<file path="config.mk">
export PLATFORM = sky130hd
export DESIGN_NAME = sram_wr_seq
export DESIGN_NICKNAME = d
export VERILOG_FILES = /design/src/rtl/sram_wr_pkg.sv /design/src/rtl/sram_wr_latch.sv /design/src/rtl/sram_wr_fsm.sv /design/src/rtl/sram_wr_seq.sv
export SDC_FILE = /design/constraint.sdc
export NUM_CORES = 1
export LEC_CHECK = 0
export ABC_AREA = 1
export BUFFER_PORTS_ARGS = -buffer_cell sky130_fd_sc_hd__buf_2
export CORE_ASPECT_RATIO = 1.75
export CORE_UTILIZATION = 41
export DETAILED_ROUTE_END_ITERATION = 6
export PLACE_DENSITY = 0.79
export SYNTH_ARGS = -nofsm -noshare
export SYNTH_HDL_FRONTEND = slang
export SYNTH_HIERARCHICAL = 1
export SYNTH_SLANG_ARGS = --single-unit
</file>
<file path="constraint.sdc">
create_clock -name clk -period 3.9 [get_ports clk]
set_input_delay 0.39 -clock clk [delete_from_list [all_inputs] [get_ports clk]]
set_output_delay 0.39 -clock clk [all_outputs]
set_load 0.1 [all_outputs]
</file>
<file path="src/rtl/sram_wr_pkg.sv">
package sram_wr_pkg;

  typedef enum logic [2:0] {
    ST_IDLE,
    ST_SETUP,
    ST_WE_LOW,
    ST_HOLD,
    ST_RECOVER
  } wr_state_e;

  typedef struct packed {
    logic ce1_n;
    logic ce2;
    logic we_n;
    logic drive;
    logic ready;
  } pin_vec_t;

  // clock cycles covering ns, at least one
  function automatic int unsigned ns2cyc(input int unsigned ns, input int unsigned clk_ns);
    if (ns == 0) return 1;
    return (ns + clk_ns - 1) / clk_ns;
  endfunction

  function automatic int unsigned max2(input int unsigned a, input int unsigned b);
    return (a > b) ? a : b;
  endfunction

  // grade code 0,1,2 -> limits in ns
  function automatic int unsigned lim_cycle(input int unsigned g);
    case (g)
      0: return 55;
      1: return 70;
      default: return 100;
    endcase
  endfunction

  function automatic int unsigned lim_pulse(input int unsigned g);
    case (g)
      0: return 50;
      1: return 55;
      default: return 70;
    endcase
  endfunction

  function automatic int unsigned lim_dsetup(input int unsigned g);
    case (g)
      0: return 25;
      1: return 30;
      default: return 40;
    endcase
  endfunction

  function automatic int unsigned lim_asetup(input int unsigned g);
    case (g)
      0: return 45;
      1: return 65;
      default: return 80;
    endcase
  endfunction

  function automatic int unsigned lim_release(input int unsigned g);
    return (g >= 2) ? 30 : 25;
  endfunction

endpackage

</file>
<file path="src/rtl/sram_wr_latch.sv">
module sram_wr_latch #(
  parameter int AW = 18,
  parameter int DW = 8
) (
  input  logic          clk,
  input  logic          rst,
  input  logic          capture,
  input  logic [AW-1:0] in_addr,
  input  logic [DW-1:0] in_data,
  output logic [AW-1:0] out_addr,
  output logic [DW-1:0] out_data
);

  always_ff @(posedge clk) begin
    if (rst) begin
      out_addr <= '0;
      out_data <= '0;
    end else if (capture) begin
      out_addr <= in_addr;
      out_data <= in_data;
    end
  end

endmodule

</file>
<file path="src/rtl/sram_wr_fsm.sv">
module sram_wr_fsm
  import sram_wr_pkg::*;
#(
  parameter int unsigned CLK_NS = 8,
  parameter int unsigned GRADE  = 0
) (
  input  logic     clk,
  input  logic     rst,
  input  logic     start,
  output pin_vec_t pins_q
);

  localparam int unsigned N_SU   = ns2cyc(0, CLK_NS);
  localparam int unsigned N_HZ   = ns2cyc(lim_release(GRADE), CLK_NS);
  localparam int unsigned N_SD   = ns2cyc(lim_dsetup(GRADE), CLK_NS);
  localparam int unsigned N_PWE  = ns2cyc(lim_pulse(GRADE), CLK_NS);
  localparam int unsigned N_AW   = ns2cyc(lim_asetup(GRADE), CLK_NS);
  localparam int unsigned N_WC   = ns2cyc(lim_cycle(GRADE), CLK_NS);
  localparam int unsigned N_WE   = max2(max2(N_PWE, N_HZ + N_SD),
                                        (N_AW > N_SU) ? N_AW - N_SU : 1);
  localparam int unsigned N_HOLD = ns2cyc(0, CLK_NS);
  localparam int unsigned N_BUSY = N_SU + N_WE + N_HOLD + 1;
  localparam int unsigned N_REC  = (N_WC > N_BUSY) ? N_WC - N_BUSY + 1 : 1;
  localparam int unsigned N_MAX  = max2(max2(N_SU, N_WE), max2(N_HOLD, N_REC));
  localparam int unsigned CW     = $clog2(N_MAX + 1);
  localparam int unsigned DRV_AT = N_WE - 1 - N_HZ;

  wr_state_e      st_q, st_d;
  logic [CW-1:0]  cnt_q, cnt_d;
  pin_vec_t       pins_d;

  always_comb begin
    st_d  = st_q;
    cnt_d = (cnt_q != '0) ? cnt_q - 1'b1 : '0;
    case (st_q)
      ST_IDLE:    if (start)         begin st_d = ST_SETUP;   cnt_d = CW'(N_SU - 1);   end
      ST_SETUP:   if (cnt_q == '0)   begin st_d = ST_WE_LOW;  cnt_d = CW'(N_WE - 1);   end
      ST_WE_LOW:  if (cnt_q == '0)   begin st_d = ST_HOLD;    cnt_d = CW'(N_HOLD - 1); end
      ST_HOLD:    if (cnt_q == '0)   begin st_d = ST_RECOVER; cnt_d = CW'(N_REC - 1);  end
      ST_RECOVER: if (cnt_q == '0)   begin st_d = ST_IDLE;    cnt_d = '0;              end
      default:                       begin st_d = ST_IDLE;    cnt_d = '0;              end
    endcase
  end

  // pin values of the next state, registered below
  always_comb begin
    pins_d = '{ce1_n: 1'b1, ce2: 1'b0, we_n: 1'b1, drive: 1'b0, ready: 1'b0};
    case (st_d)
      ST_IDLE:    pins_d.ready = 1'b1;
      ST_SETUP:   begin pins_d.ce1_n = 1'b0; pins_d.ce2 = 1'b1; end
      ST_WE_LOW:  begin
        pins_d.ce1_n = 1'b0;
        pins_d.ce2   = 1'b1;
        pins_d.we_n  = 1'b0;
        pins_d.drive = (cnt_d <= CW'(DRV_AT));
      end
      ST_HOLD:    begin pins_d.ce1_n = 1'b0; pins_d.ce2 = 1'b1; pins_d.drive = 1'b1; end
      default:    ;
    endcase
  end

  always_ff @(posedge clk) begin
    if (rst) begin
      st_q   <= ST_IDLE;
      cnt_q  <= '0;
      pins_q <= '{ce1_n: 1'b1, ce2: 1'b0, we_n: 1'b1, drive: 1'b0, ready: 1'b1};
    end else begin
      st_q   <= st_d;
      cnt_q  <= cnt_d;
      pins_q <= pins_d;
    end
  end

  // checker: length of the current strobe-low run
  logic [15:0] we_len_q;
  always_ff @(posedge clk) begin
    if (rst)               we_len_q <= '0;
    else if (!pins_q.we_n) we_len_q <= we_len_q + 16'd1;
    else                   we_len_q <= '0;
  end

  AST_WE_IN_WINDOW: assert property (@(posedge clk) disable iff (rst)
    !pins_q.we_n |-> (!pins_q.ce1_n && pins_q.ce2));
  AST_BUSY_NOT_READY: assert property (@(posedge clk) disable iff (rst)
    !pins_q.ce1_n |-> !pins_q.ready);
  AST_WE_PULSE_LEN: assert property (@(posedge clk) disable iff (rst)
    $rose(pins_q.we_n) |-> (we_len_q >= 16'(N_PWE)));
  AST_DRIVE_AFTER_RELEASE: assert property (@(posedge clk) disable iff (rst)
    $rose(pins_q.drive) |-> (!pins_q.we_n && $past(!pins_q.we_n)));
  AST_HOLD_AT_WE_RISE: assert property (@(posedge clk) disable iff (rst)
    $rose(pins_q.we_n) |-> (pins_q.drive && !pins_q.ce1_n && pins_q.ce2));

endmodule

</file>
<file path="src/rtl/sram_wr_seq.sv">
module sram_wr_seq
  import sram_wr_pkg::*;
#(
  parameter int unsigned CLK_NS = 8,
  parameter int unsigned GRADE  = 0,
  parameter int          AW     = 18,
  parameter int          DW     = 8
) (
  input  logic          clk,
  input  logic          rst,
  input  logic          req_valid,
  input  logic [AW-1:0] req_addr,
  input  logic [DW-1:0] req_data,
  output logic          req_ready,
  output logic [AW-1:0] ram_addr,
  output logic          ram_ce1_n,
  output logic          ram_ce2,
  output logic          ram_we_n,
  output logic          ram_oe_n,
  output logic [DW-1:0] ram_dq_o,
  output logic          ram_dq_oe
);

  pin_vec_t pins;
  logic     accept;

  assign accept = req_valid && pins.ready;

  sram_wr_latch #(.AW(AW), .DW(DW)) latch_i (
    .clk      (clk),
    .rst      (rst),
    .capture  (accept),
    .in_addr  (req_addr),
    .in_data  (req_data),
    .out_addr (ram_addr),
    .out_data (ram_dq_o)
  );

  sram_wr_fsm #(.CLK_NS(CLK_NS), .GRADE(GRADE)) fsm_i (
    .clk    (clk),
    .rst    (rst),
    .start  (accept),
    .pins_q (pins)
  );

  // read enable stays inactive: writes only
  always_ff @(posedge clk) begin
    ram_oe_n <= 1'b1;
  end

  assign req_ready = pins.ready;
  assign ram_ce1_n = pins.ce1_n;
  assign ram_ce2   = pins.ce2;
  assign ram_we_n  = pins.we_n;
  assign ram_dq_oe = pins.drive;

  AST_ADDR_STABLE_BUSY: assert property (@(posedge clk) disable iff (rst)
    (!req_ready && $past(!req_ready)) |-> ($stable(ram_addr) && $stable(ram_dq_o)));
  AST_NO_DRIVE_IDLE: assert property (@(posedge clk) disable iff (rst)
    req_ready |-> (!ram_dq_oe && ram_we_n));

endmodule

</file>
==> reports/summary.log <==
[run_status] result of the run completed
[clocking] Post-CTS Setup Bufs 0
[detailed_routing] Routed Wire Length 3484 um
[worst_setup_path] Critical Path End Type flop
[flow_run] total of max-cap violations 0
[clocking] H-tree depth reported by CTS 2
[sta] Slew Limit Fails 0
[clocking] total of cells resized after clock tree synthesis 0
[power] total power divided by cell area 893.2 mW/mm^2
[clocking] Bufs on Longest Clock Path 2
[min_path] classification of the worst-slack hold path input port to flop
[synth] adder-cell area share of the yosys netlist 1.451%
[power] power share of the clock group 14.9%
[grt] number of antenna violations at the first check in global routing 0
[synth] number of distinct library cell variants in the gate-level netlist after synthesis 21
[synth] share of the synthesized area in compound gates (AO/OA/AOI/OAI) 1.959%
[synth] combinational family with the most area after synthesis simple AND/OR/NAND/NOR gates
[detailed_routing] Antenna Nets Post-Route 0
[synth] average instance area after synthesis 7.009 um^2
[cells_and_area] signed area change from the synthesized netlist to the final layout 20.68%
[power] share of power burned in combinational logic 56.1%
[synth] top cell type's share of synthesized area 44.12%
[cells_and_area] commonest non-fill, non-tap cells in the layout nand2_1, buf_2, nor2_1
[worst_setup_path] worst setup path category flop to flop
[floorplan] CORE AREA 0.003941 mm^2
[power] design internal power 840.3 uW
[power] peak supply drop 0.0006447 V
[clocking] count of hold-fix buffers inserted at cts 0
[clocking] source-to-sink clock delay at the later pin of the worst-skew pair 0.29 ns
[placement] PortBufs 59
[clocking] clock-pin slew of the registers on the worst-case setup and hold paths 0.07 ns
[worst_setup_path] critical path's largest stage delay 0.41 ns
[sta] RSZ-0062 raised after global routing false
[synth] Synthesized Nets 277
[detailed_routing] number of violations reported at the end of detailed-routing iteration 0 32
[placement] RD Place Congestion 0.8994
[grt] wire length of the first global-routing pass 5471 um
[cells_and_area] diode count 0
[worst_setup_path] startpoint type of the worst setup path flop
[synth] multiplexer share of the synthesized area 0%
[synth] cell area after technology mapping 0.001724 mm^2
[grt] overall routing resource usage 16.60%
[floorplan] total die area 0.004479 mm^2
[worst_setup_path] cells traversed along the worst timing path nand2_1 -> inv_1 -> buf_4 -> inv_1 -> nor2_1 -> nand2_1 -> nand2_1 -> nor2_1 -> nand2_2 -> nand3_1 -> a21oi_1
[grt] largest net degree at the start of global routing 54
[cells_and_area] layout cells sized above 1 29.84%
[clocking] clock buffers created by TritonCTS 5
[floorplan] number of rows in the core area 30
[floorplan] DIE HEIGHT 87.79 um
[detailed_routing] Routed wire per std cell 9.870 um
[grt] overflow left after global routing 0
[power] fraction of power spent switching nets 54.79%
[sta] total setup violations reported at the end of the flow 0
[floorplan] Starting Density 43.75%
[sta] final hold violation count 0
[synth] number of storage elements in the synthesis netlist 38
[cells_and_area] leading cell type in the layout, fill and taps excluded nand2_1
[cells_and_area] core utilization of the finished layout 52.79%
[synth] Synthesis Warnings 6
[floorplan] overall die width 51.02 um
[worst_setup_path] data required time at the worst endpoint 4.12 ns
[synth] biggest area contributors in the synthesized netlist dfxtp_1, nand2_1, nor2_1
[detailed_routing] overall via count from detail_route 1529
[detailed_routing] router iterations before antenna repair 4
[sta] Setup Skew 0.003766 ns
[synth] gate count of the mapped netlist 246
[sta] fmax 0.6084 GHz
[synth] Seq/Total Area, Yosys 44.12%
[sta] time the final worst path needs with I/O delays and setup 1.644 ns
[worst_setup_path] cell repeated most along the worst path nand2_1
[sta] Setup TNS Final 0 ns
[floorplan] IO Count 61
[power] leakage power of the design 0.001198 uW
[synth] Yosys top cell by area dfxtp_1
[clocking] CTS tree built
[detailed_routing] via/cell ratio 4.331
[power] net switching power 1018 uW
[cells_and_area] Nets 335
[synth] simple logic cell fraction of the synthesized area 37.01%
[sta] share of the clock period used by the worst path after layout 42.15%
[synth] area share of xor/xnor cells in the synthesized design 0%
[detailed_routing] DRC violation count after routing 0
[clocking] root cell of the clock tree clkbuf_8
[grt] vias in the first global route 1309
[placement] hpwl dp 2524 um
[power] portion of total power attributed to sequential cells 29.0%
[worst_setup_path] Crit Path Max Fanout 53
[clocking] clock sinks 38
[worst_setup_path] cell type of the slowest stage on the worst timing path buf_4
[worst_setup_path] CP arrival 1.87 ns
path summary, 6_finish.rpt:
kind	startpoint	end	slack, ns	depth (start not counted)
worst min register to register	fsm_i/cnt_q[0]	fsm_i/cnt_q[0]	0.43	1
worst max-delay path	fsm_i/pins_q[0]	fsm_i/pins_q[1]	2.26	11
worst max register to register	fsm_i/pins_q[0]	fsm_i/pins_q[1]	2.26	11
worst min-delay path	rst	fsm_i/cnt_q[3]	0.35	2
cells by family after synthesis:
group,count (synthesis)
other cells,1
flops,38
simple gates,147
fa+ha+maj,2
compound gates,6
buf+inv,52
routing by layer:
metal,wire length [um],GRT usage [%],vias up
li1,-,-,823
met1,1361,16.38,648
met2,1821,29.90,50
met3,214,4.861,8
met4,87,9.596,0
met5,0,0,-
worst max-delay path, delay by kind of cell, from the launching register on:
family	cells	cell delay [ns]
AOI/OAI and AO/OA	1	0.12
buffers and inverters	3	0.53
DFF	1	0.33
and+or+nand+nor	7	0.58
Yosys cell counts (all sizes together):
cell   number
buf         9
dfxtp      38
o21ai       1
nand4       3
conb        1
nor2       63
ha          2
nand3       8
inv        43
nand2      73
a21oi       5
power groups by stage:
stage | Sequential [uW] | Combinational [uW] | Clock [uW]
6_report | 538 | 1040 | 277
5_1_grt | 548 | 1110 | 301
4_1_cts | 539 | 1050 | 286
3_5_place_dp | 546 | 1040 | 0
3_3_place_gp | 544 | 1020 | 0
2_1_floorplan | 1040 | 421 | 0
registers in the layout, summed over array words and instances (netlist names):
name / count
latch_i/out_addr: 18
latch_i/out_data: 8
fsm_i/pins_q: 5
fsm_i/cnt_q: 4
fsm_i/st_q: 3
final cells by class:
class | count | area, um^2
well taps | 48 | 60.06
multi-input cells | 156 | 700.7
inverters | 43 | 161.4
fillers | 422 | 1861
clock buffers | 6 | 82.58
flip-flops and latches | 38 | 760.7
repair buffers | 60 | 302.8
clock inverters | 2 | 12.51
metrics by stage:
stage               instances  worst slack [ns]  hold slack (ns)  power, uW  area (um^2)
floorplan                 246             2.144           0.4059       1460         1724
global placement          345             2.207           0.4173       1563         1986
detailed placement        345             2.163           0.4222       1588         1986
CTS                       353             2.271           0.3354       1871         2081
global route              353             2.011           0.3480       1962         2081
finish                    353             2.256           0.3484       1859         2081
Power figures use the tool's default switching activity.
